[config.mk]
export PLATFORM = sky130hd
export DESIGN_NAME = field_debounce_bank
export DESIGN_NICKNAME = d
export VERILOG_FILES = /design/src/rtl/fdb_pkg.sv /design/src/rtl/fdb_prefilter.sv /design/src/rtl/fdb_stage.sv /design/src/rtl/fdb_startup.sv /design/src/rtl/field_debounce_bank.sv
export SDC_FILE = /design/constraint.sdc
export NUM_CORES = 1
export LEC_CHECK = 0
export BUFFER_PORTS_ARGS = -buffer_cell sky130_fd_sc_hd__buf_4
export CAP_MARGIN = 20
export CORE_UTILIZATION = 35
export DETAILED_ROUTE_END_ITERATION = 12
export HOLD_SLACK_MARGIN = 0.12
export PLACE_DENSITY = 0.55
export SYNTH_ARGS = -nofsm -noshare
export SYNTH_HDL_FRONTEND = slang
export SYNTH_SLANG_ARGS = --single-unit
export TNS_END_PERCENT = 5
[constraint.sdc]
create_clock -name clk -period 12.18 [get_ports clk]
set_clock_uncertainty 0.1 [all_clocks]
set_input_delay 3.654 -clock clk [delete_from_list [all_inputs] [get_ports clk]]
set_output_delay 3.654 -clock clk [all_outputs]
set_load 0.005 [all_outputs]
[src/rtl/fdb_pkg.sv]
package fdb_pkg;

   typedef enum logic [1:0] {
      MD_STEADY = 2'b00,
      MD_INTEG  = 2'b01,
      MD_BLANK  = 2'b10,
      MD_SPARE  = 2'b11
   } fdb_mode_e;

   // delay code to tick count: 00 none, 01 10 ms, 10 30 ms, 11 100 ms
   function automatic int unsigned delay_ticks(logic [1:0] code, int unsigned tpm);
      case (code)
         2'b00:   return 0;
         2'b01:   return 10 * tpm;
         2'b10:   return 30 * tpm;
         default: return 100 * tpm;
      endcase
   endfunction

endpackage

[src/rtl/fdb_prefilter.sv]
module fdb_prefilter #(
   parameter int PRE_US = 4
) (
   input  logic clk,
   input  logic rst_n,
   input  logic tick,
   input  logic clr,
   input  logic din,
   output logic dout
);
   localparam int PW = $clog2(PRE_US + 1);

   logic [PW-1:0] pcnt;
   logic [PW:0]   pcnt_inc;
   logic          pf;

   assign pcnt_inc = {1'b0, pcnt} + {{PW{1'b0}}, 1'b1};

   always_ff @(posedge clk or negedge rst_n) begin
      if (!rst_n) begin
         pcnt <= '0;
         pf   <= 1'b0;
      end else if (clr) begin
         pcnt <= '0;
         pf   <= 1'b0;
      end else if (tick) begin
         if (din == pf) begin
            pcnt <= '0;
         end else if (pcnt_inc >= (PW+1)'(PRE_US)) begin
            pf   <= din;
            pcnt <= '0;
         end else begin
            pcnt <= pcnt_inc[PW-1:0];
         end
      end
   end

   assign dout = pf;

   // the prefiltered level moves only on the last tick of a full hold
   a_r1_pre_hold: assert property (@(posedge clk) disable iff (!rst_n)
      (!$past(clr) && pf != $past(pf)) |-> ($past(pcnt) == PW'(PRE_US - 1)));

endmodule

[src/rtl/fdb_stage.sv]
module fdb_stage
   import fdb_pkg::*;
#(
   parameter int CW  = 17,
   parameter int TPM = 1000
) (
   input  logic       clk,
   input  logic       rst_n,
   input  logic       tick,
   input  logic       clr,
   input  logic [1:0] mode,
   input  logic [1:0] dcode,
   input  logic       din,
   output logic       dout
);
   logic [CW-1:0] cnt;
   logic [CW:0]   cnt_inc;
   logic [CW-1:0] dval;
   logic [3:0]    cfg_q;
   logic          chg;
   logic          hit;
   logic          q;

   assign dval    = CW'(delay_ticks(dcode, TPM));
   assign cnt_inc = {1'b0, cnt} + {{CW{1'b0}}, 1'b1};
   assign hit     = cnt_inc >= {1'b0, dval};
   assign chg     = cfg_q != {mode, dcode};

   always_ff @(posedge clk or negedge rst_n) begin
      if (!rst_n) cfg_q <= '0;
      else        cfg_q <= {mode, dcode};
   end

   always_ff @(posedge clk or negedge rst_n) begin
      if (!rst_n) begin
         cnt <= '0;
         q   <= 1'b0;
      end else if (clr) begin
         cnt <= '0;
         q   <= 1'b0;
      end else if (chg) begin
         cnt <= '0;
      end else if (tick) begin
         case (fdb_mode_e'(mode))
            MD_BLANK: begin
               if (cnt != '0) begin
                  cnt <= cnt - 1'b1;
               end else if (din != q) begin
                  q   <= din;
                  cnt <= dval;
               end
            end
            MD_INTEG: begin
               if (din != q) begin
                  if (hit) begin
                     q   <= din;
                     cnt <= '0;
                  end else begin
                     cnt <= cnt_inc[CW-1:0];
                  end
               end else if (cnt != '0) begin
                  cnt <= cnt - 1'b1;
               end
            end
            default: begin
               if (din == q) begin
                  cnt <= '0;
               end else if (hit) begin
                  q   <= din;
                  cnt <= '0;
               end else begin
                  cnt <= cnt_inc[CW-1:0];
               end
            end
         endcase
      end
   end

   assign dout = q;

   // counting modes change level only when the count has reached the delay
   a_r2_toggle_at_limit: assert property (@(posedge clk) disable iff (!rst_n)
      ($past(mode) != 2'b10 && !$past(clr) && !$past(chg) && q != $past(q)) |-> $past(hit));

   // no level change while a blanking window is open
   a_r5_blank_hold: assert property (@(posedge clk) disable iff (!rst_n)
      ($past(mode) == 2'b10 && !$past(clr) && !$past(chg) && $past(cnt) != '0) |-> $stable(q));

   // the integrator never runs past the configured delay
   a_r4_integ_bound: assert property (@(posedge clk) disable iff (!rst_n)
      !chg |-> (cnt <= dval));

   // a configuration change leaves a cleared counter behind
   a_r8_cfg_clear: assert property (@(posedge clk) disable iff (!rst_n)
      (chg && !clr) |=> (cnt == '0 && q == $past(q)));

endmodule

[src/rtl/fdb_startup.sv]
module fdb_startup #(
   parameter int STARTUP_US = 1000
) (
   input  logic clk,
   input  logic rst_n,
   input  logic tick,
   input  logic power_good,
   output logic run
);
   localparam int SW = $clog2(STARTUP_US + 1);

   logic [SW-1:0] scnt;
   logic [SW:0]   scnt_inc;
   logic          started;

   assign scnt_inc = {1'b0, scnt} + {{SW{1'b0}}, 1'b1};

   always_ff @(posedge clk or negedge rst_n) begin
      if (!rst_n) begin
         scnt    <= '0;
         started <= 1'b0;
      end else if (!power_good) begin
         scnt    <= '0;
         started <= 1'b0;
      end else if (!started && tick) begin
         if (scnt_inc >= (SW+1)'(STARTUP_US)) started <= 1'b1;
         else                                 scnt    <= scnt_inc[SW-1:0];
      end
   end

   assign run = started & power_good;

   // enable comes only after the full hold of power-good
   a_r9_start_hold: assert property (@(posedge clk) disable iff (!rst_n)
      $rose(started) |-> ($past(scnt) == SW'(STARTUP_US - 1) && $past(power_good)));

   // losing power-good drops the enable on the next edge
   a_r9_pg_drop: assert property (@(posedge clk) disable iff (!rst_n)
      !power_good |=> !started);

endmodule

[src/rtl/field_debounce_bank.sv]
module field_debounce_bank
   import fdb_pkg::*;
#(
   parameter int               NUM_CH       = 8,
   parameter int               TICKS_PER_MS = 1000,
   parameter int               PRE_US       = 4,
   parameter int               STARTUP_US   = 1000,
   parameter logic [NUM_CH-1:0] HS_MASK     = '0,
   parameter bit               FIXED_CFG    = 1'b0,
   parameter logic [1:0]       FIXED_DLY    = 2'b00
) (
   input  logic                clk,
   input  logic                rst_n,
   input  logic                us_tick,
   input  logic                power_good,
   input  logic [NUM_CH-1:0]   raw_in,
   input  logic [2*NUM_CH-1:0] cfg_mode,
   input  logic [2*NUM_CH-1:0] cfg_delay,
   output logic [NUM_CH-1:0]   dout
);
   localparam int CW = $clog2(100 * TICKS_PER_MS + 1);

   if (NUM_CH < 1)       begin : g_bad_ch  $error("NUM_CH must be at least 1");       end
   if (PRE_US < 1)       begin : g_bad_pre $error("PRE_US must be at least 1");       end
   if (STARTUP_US < 1)   begin : g_bad_st  $error("STARTUP_US must be at least 1");   end
   if (TICKS_PER_MS < 1) begin : g_bad_tpm $error("TICKS_PER_MS must be at least 1"); end

   logic run;

   fdb_startup #(.STARTUP_US(STARTUP_US)) u_startup (
      .clk        (clk),
      .rst_n      (rst_n),
      .tick       (us_tick),
      .power_good (power_good),
      .run        (run)
   );

   for (genvar i = 0; i < NUM_CH; i++) begin : g_ch
      if (HS_MASK[i]) begin : g_fast
         assign dout[i] = run & raw_in[i];
      end else begin : g_slow
         logic       pf;
         logic       filt;
         logic [1:0] mode_eff;
         logic [1:0] dly_eff;

         if (FIXED_CFG) begin : g_fixed
            assign mode_eff = 2'b00;
            assign dly_eff  = FIXED_DLY;
         end else begin : g_cfg
            assign mode_eff = cfg_mode[2*i +: 2];
            assign dly_eff  = cfg_delay[2*i +: 2];
         end

         fdb_prefilter #(.PRE_US(PRE_US)) u_pre (
            .clk   (clk),
            .rst_n (rst_n),
            .tick  (us_tick),
            .clr   (!run),
            .din   (raw_in[i]),
            .dout  (pf)
         );

         fdb_stage #(.CW(CW), .TPM(TICKS_PER_MS)) u_stage (
            .clk   (clk),
            .rst_n (rst_n),
            .tick  (us_tick),
            .clr   (!run),
            .mode  (mode_eff),
            .dcode (dly_eff),
            .din   (pf),
            .dout  (filt)
         );

         assign dout[i] = run & filt;

         // a held-off bank produces no high output on the next edge either
         a_r9_slow_quiet: assert property (@(posedge clk) disable iff (!rst_n)
            !run |=> !filt);
      end
   end

endmodule

# Yosys cells after proc, flatten, opt, wreduce, memory -nomap -nowiden

Cells that the tools add are included.

Order comparisons: 17
$add $sub $neg: 25
Equal/unequal tests: 148
Reductions and logical operators: 44
Bitwise logic cells: 9
Muxes and demuxes: 230

Operators by type and width:

| kind                  | number |
|---|---|
| $mux 17               | 72 |
| $pmux 17 s3           | 8 |
| $pmux 17 s2           | 8 |
| $add 17x1->18 const B | 8 |
| $ge 18x17->1          | 8 |
| $reduce_bool 17->1    | 8 |
| $sub 17x1->17 const B | 8 |
| $mux 1                | 99 |
| $mux 3                | 32 |
| $ne 5x2->1 const B    | 16 |
| $ne 3x2->1 const B    | 24 |
| $reduce_and 3->1      | 16 |
| $reduce_and 6->1      | 8 |
| $ne 2x2->1 const B    | 18 |
| $add 3x1->4 const B   | 8 |
| $eq 2x1->1 const B    | 16 |
| $eq 2x2->1 const B    | 16 |
| $ge 4x3->1 const B    | 8 |
| $ne 4x4->1            | 8 |
| $ne 4x4->1 const B    | 8 |
| $mux 10               | 3 |
| $ne 3x3->1 const B    | 8 |
| $ne 2x1->1 const B    | 10 |
| $eq 1x1->1            | 16 |
| other kinds (9)       | 39 |

Bits in registers: 219
Output and inout port bits: 8
Word-level logic and storage cells: 515

# Depth between registers and ports, before layout

Word-level depth: 9
Gate-level depth with buffers: 17
Depth with buffers taken out: 15

# Hierarchy

A second synthesis with hierarchy kept.

Cells, all modules: 2873
Area, all modules: 22625.4 µm²

Modules (own cells, without submodules):

| module                                  | seq. area each (µm²) | area an instance (µm²) | times used | cells each |
|---|---|---|---|---|
| fdb_stage at g_ch[0].g_slow.u_stage ... | 550.5                | 2464.9                 | 6          | 322 |
| fdb_stage at g_ch[7].g_slow.u_stage     | 550.5                | 2561.2                 | 1          | 328 |
| fdb_stage at g_ch[2].g_slow.u_stage     | 550.5                | 2536.2                 | 1          | 326 |
| fdb_prefilter                           | 100.1                | 231.5                  | 8          | 23 |
| fdb_startup                             | 275.3                | 833.3                  | 1          | 94 |
| field_debounce_bank                     | 0.0                  | 53.8                   | 1          | 9 |

# Worst setup path before layout

No wires, ideal clock.

Path type: input-to-output
Start: input power_good
End: output dout[3]
Arrival time: 4430 ps
Setup slack: 3996 ps
Path buffers: 2
Cell stages on the path: 5
Path through: and2_1 -> clkbuf_1 -> clkbuf_1 -> nand2_1 -> inv_1

Word-level cells in the longest chain between the ends: 2

Ends and longest elaborated chain:

| what        | line                      | text |
|---|---|---|
| from (decl) | field_debounce_bank.sv:15 | `input logic power_good,` |
| $and 1x1->1 | fdb_startup.sv:31         | `assign run = started & power_good;` |
| $and 1x1->1 | field_debounce_bank.sv:75 | `assign dout[i] = run & filt;` |
| to (decl)   | field_debounce_bank.sv:19 | `output logic [NUM_CH-1:0] dout` |

Every way passes these cells.

# Worst setup path after layout

Same ends and word-level chain as after synthesis.

==> results by group <==
GRT
  – Initial antenna violation count: 1
  – GRT overflow: 0
  – Largest net degree at the start of global routing: 102
  – Vias in the first global route: 20000
  – GRT Util Overall: 21.1%
  – Global-route wire length before repair: 106000 um

Placed design
  – Gpl congestion: 0.929
  – Post-DP HPWL: 46900 um
  – DP Worst Slack: 3900 ps
  – Port Buffers: 51
  – Placed inst area: 22000 um2
  – Placed cells: 3383

Routing
  – First DRT Iteration DRCs: 1702
  – Via density: 5.94
  – DRC viols: 0
  – Routed Wire Length: 65800 um
  – Via count: 20400
  – First-pass DRT Iterations: 6
  – Drt wl/cell: 19.1 um
  – Post-route ant nets: 0

Die
  – Io pins: 52
  – Std-Cell Rows: 89
  – Full die area: 61700 um2
  – Core Area: 59500 um2
  – Die height: 248 um
  – Initial Utilization: 35.7%
  – Die span in x: 248 um

Hold path
  – Hold Path End: g_ch[3].g_slow.u_pre.pcnt[1]$_DFFE_PN0N_
  – Hold Crit Depth: 2
  – HP Start: g_ch[3].g_slow.u_pre.pcnt[1]$_DFFE_PN0N_
  – Worst min path class: flop to flop

Finish
  – Commonest non-fill, non-tap cell in the layout: nand2_1
  – Total area of sequential cells: 5480 um2
  – Non-Filler Instances: 3439
  – Area grow syn2layout: 8.80%
  – Antenna diodes: 0
  – Post-layout nets: 2856
  – Most frequent cells in the layout: nand2_1 (242), nor2_1 (241), dfrtp_1 (219)
  – Filler instances: 6140
  – Finished Cell Area: 23100 um2
  – Layout cells sized above 1: 6.71%
  – Multi-input gate area: 14600 um2

Power and ir drop
  – Combinational power share: 11.4%
  – Seq pwr share: 37.5%
  – Internal: 1.44 mW
  – Clock Power Share: 51.0%
  – P_sw: 0.523 mW
  – Pwr dens: 84.9 nW/um2
  – Sw Share: 26.7%
  – Pleak: 10.3 nW
  – Max VDD drop: 0.102 mV

STA
  – Post-layout min period: 8250 ps
  – Slew Limit Fails: 0
  – Slew HR: 22.9%
  – Setup TNS: 0 ps
  – Fin crit share: 67.7%
  – Worst hold slack: 422 ps
  – Fmax: 121 MHz
  – Final setup violation count: 0
  – Actual slew at the worst max-slew pin: 1150 ps
  – RSZ-0062 raised after global routing: no
  – Fin. Hold Viols: 0
  – Final Worst Setup Slack: 3930 ps

Logic synthesis
  – Cell area after synthesis: 21200 um2
  – Yosys cell types: 96
  – Yosys reg bits: 219
  – Post-synth top flop: dfrtp_1
  – Synth async-reset ratio: 100%
  – Avg Inst Size Synth: 7.85 um2
  – Post-Synthesis Cells: 2708
  – Ys Warns: 0
  – Post-synthesis sequential area ratio: 25.8%
  – Syn Nets: 2921
  – Number of synthesized flops with an enable pin: 0

Setup path
  – FF-to-FF path depth: 14
  – WS Path Type: input port to output pin
  – Worst Setup End Kind: output pin
  – FF-to-FF Start: g_ch[4].g_slow.u_stage.cnt[2]$_DFFE_PN0P_
  – Worst setup SP type: input port
  – Worst EP arrival: 4490 ps
  – Critical R2R Capture: g_ch[4].g_slow.u_stage.cnt[14]$_DFFE_PN0P_
  – CP required: 8430 ps
  – R2R setup slack: 6680 ps
  – CP Max Fanout: 20

CTS
  – CTS Hold Bufs: 0
  – Clk slew on worst S/H paths: 60 ps
  – CTS tree: done
  – CTS Buffer Depth: 3
  – CTS Buf Count: 31
  – Buffer count from post-CTS setup fixing: 0
  – Post-cts sizing count: 0
  – Clock sink count: 219
  – Root buffer selected by CTS: clkbuf_16
  – Clock Latency Late Sink: 600 ps
  – H-tree levels: 1

Outcome
  – Status: complete, no violations

Flow run
  – Maxcap violations: 0
==> worst max-delay path by stage <==
stage,cells after the start,slack [ps],start,to
2_1_floorplan,5,4000,power_good,dout[3]
3_5_place_dp,5,3900,power_good,dout[3]
3_3_place_gp,5,3890,power_good,dout[3]
4_1_cts,5,3900,power_good,dout[3]
5_1_grt,5,3870,power_good,dout[3]
6_report,5,3930,power_good,dout[3]
==> kinds of logic after synthesis <==
family,Yosys count,share of synthesized area (%)
AO/OA/AOI/OAI,713,22.8
adder cells (fa/ha/maj),169,9.95
flip-flops,219,25.8
multiplexers,26,1.26
buffers and inverters,296,5.64
AND/OR/NAND/NOR,1061,25.4
XOR/XNOR,224,9.23
==> per-stage QoR <==
step           utilization, %  total power, mW
2_1_floorplan               -            0.887
3_3_place_gp             37.0            0.969
3_5_place_dp             37.0            0.974
4_1_cts                  38.9             2.00
5_1_grt                  38.9             2.05
6_report                 38.9             1.96
==> routing by layer <==
layer / vias up / wire length (um) / track usage (%)
met1: 9927 / 29800 / 28.5
met4: 0 / 1740 / 6.98
li1: 9753 / - / -
met3: 149 / 3280 / 2.18
met2: 611 / 30900 / 35.1
met5: - / 0 / 0
==> synth_stat cells, types with 8 or more instances <==
master,number,area (um2)
nand2_1,243,912
nor2_1,241,905
dfrtp_1,219,5480
ha_1,169,2110
a21oi_1,167,836
o21ai_0,157,786
inv_1,132,495
xnor2_1,132,1160
nand3_1,113,566
clkbuf_1,110,413
nor3_1,98,490
xor2_1,92,806
and3_1,64,400
nand4_1,62,388
nor4_1,43,269
buf_2,40,200
a211oi_1,34,255
or3_1,31,194
a21o_1,28,210
and2_1,25,156
o211ai_1,25,188
a31oi_1,24,150
nor2b_1,24,150
a221o_1,21,210
or2_2,21,131
mux2i_1,20,200
o22ai_1,19,119
o31ai_1,19,143
a22o_1,17,149
o21a_1,17,128
a21boi_0,16,120
a22oi_1,15,113
nand2b_1,15,93.8
o2bb2ai_1,15,131
a221oi_1,14,123
and4_1,12,105
nor3b_1,12,90.1
a211o_1,10,87.6
a2111oi_0,9,78.8
nand3b_1,9,67.6
o21ai_1,9,45.0
a32o_1,8,80.1
or4_1,8,60.1
==> power groups by stage <==
stage / clock network [mW] / logic, mW / registers [mW]
finish: 1.00 / 0.225 / 0.737
CTS: 1.04 / 0.225 / 0.737
global route: 1.06 / 0.251 / 0.737
global placement: 0 / 0.219 / 0.750
detailed placement: 0 / 0.224 / 0.750
floorplan: 0 / 0.137 / 0.750
==> worst max-delay path, cell delays in order <==
cell     delay [ps]
buf_4           290
and2_1          200
nand2_1         140
inv_1            90
buf_4           100
==> area by class of cell <==
class,count,share of cell area (%)
flip-flops and latches,219,23.7
clock buffers,39,3.62
inverters,133,2.16
clock inverters,17,1.16
repair buffers,65,2.14
multi-input cells,2193,63.0
well taps,773,4.18
==> sequential cells by signal (all words and copies together), names as in the netlist <==
name and cells:
g_ch.g_slow.u_stage.cnt 136, g_ch.g_slow.u_stage.cfg_q 32, g_ch.g_slow.u_pre.pcnt 24, u_startup.scnt 10, g_ch.g_slow.u_pre.dout 8, g_ch.g_slow.u_stage.dout 8
u_startup.started 1
No activity file was read; power rests on OpenSTA's default activity.
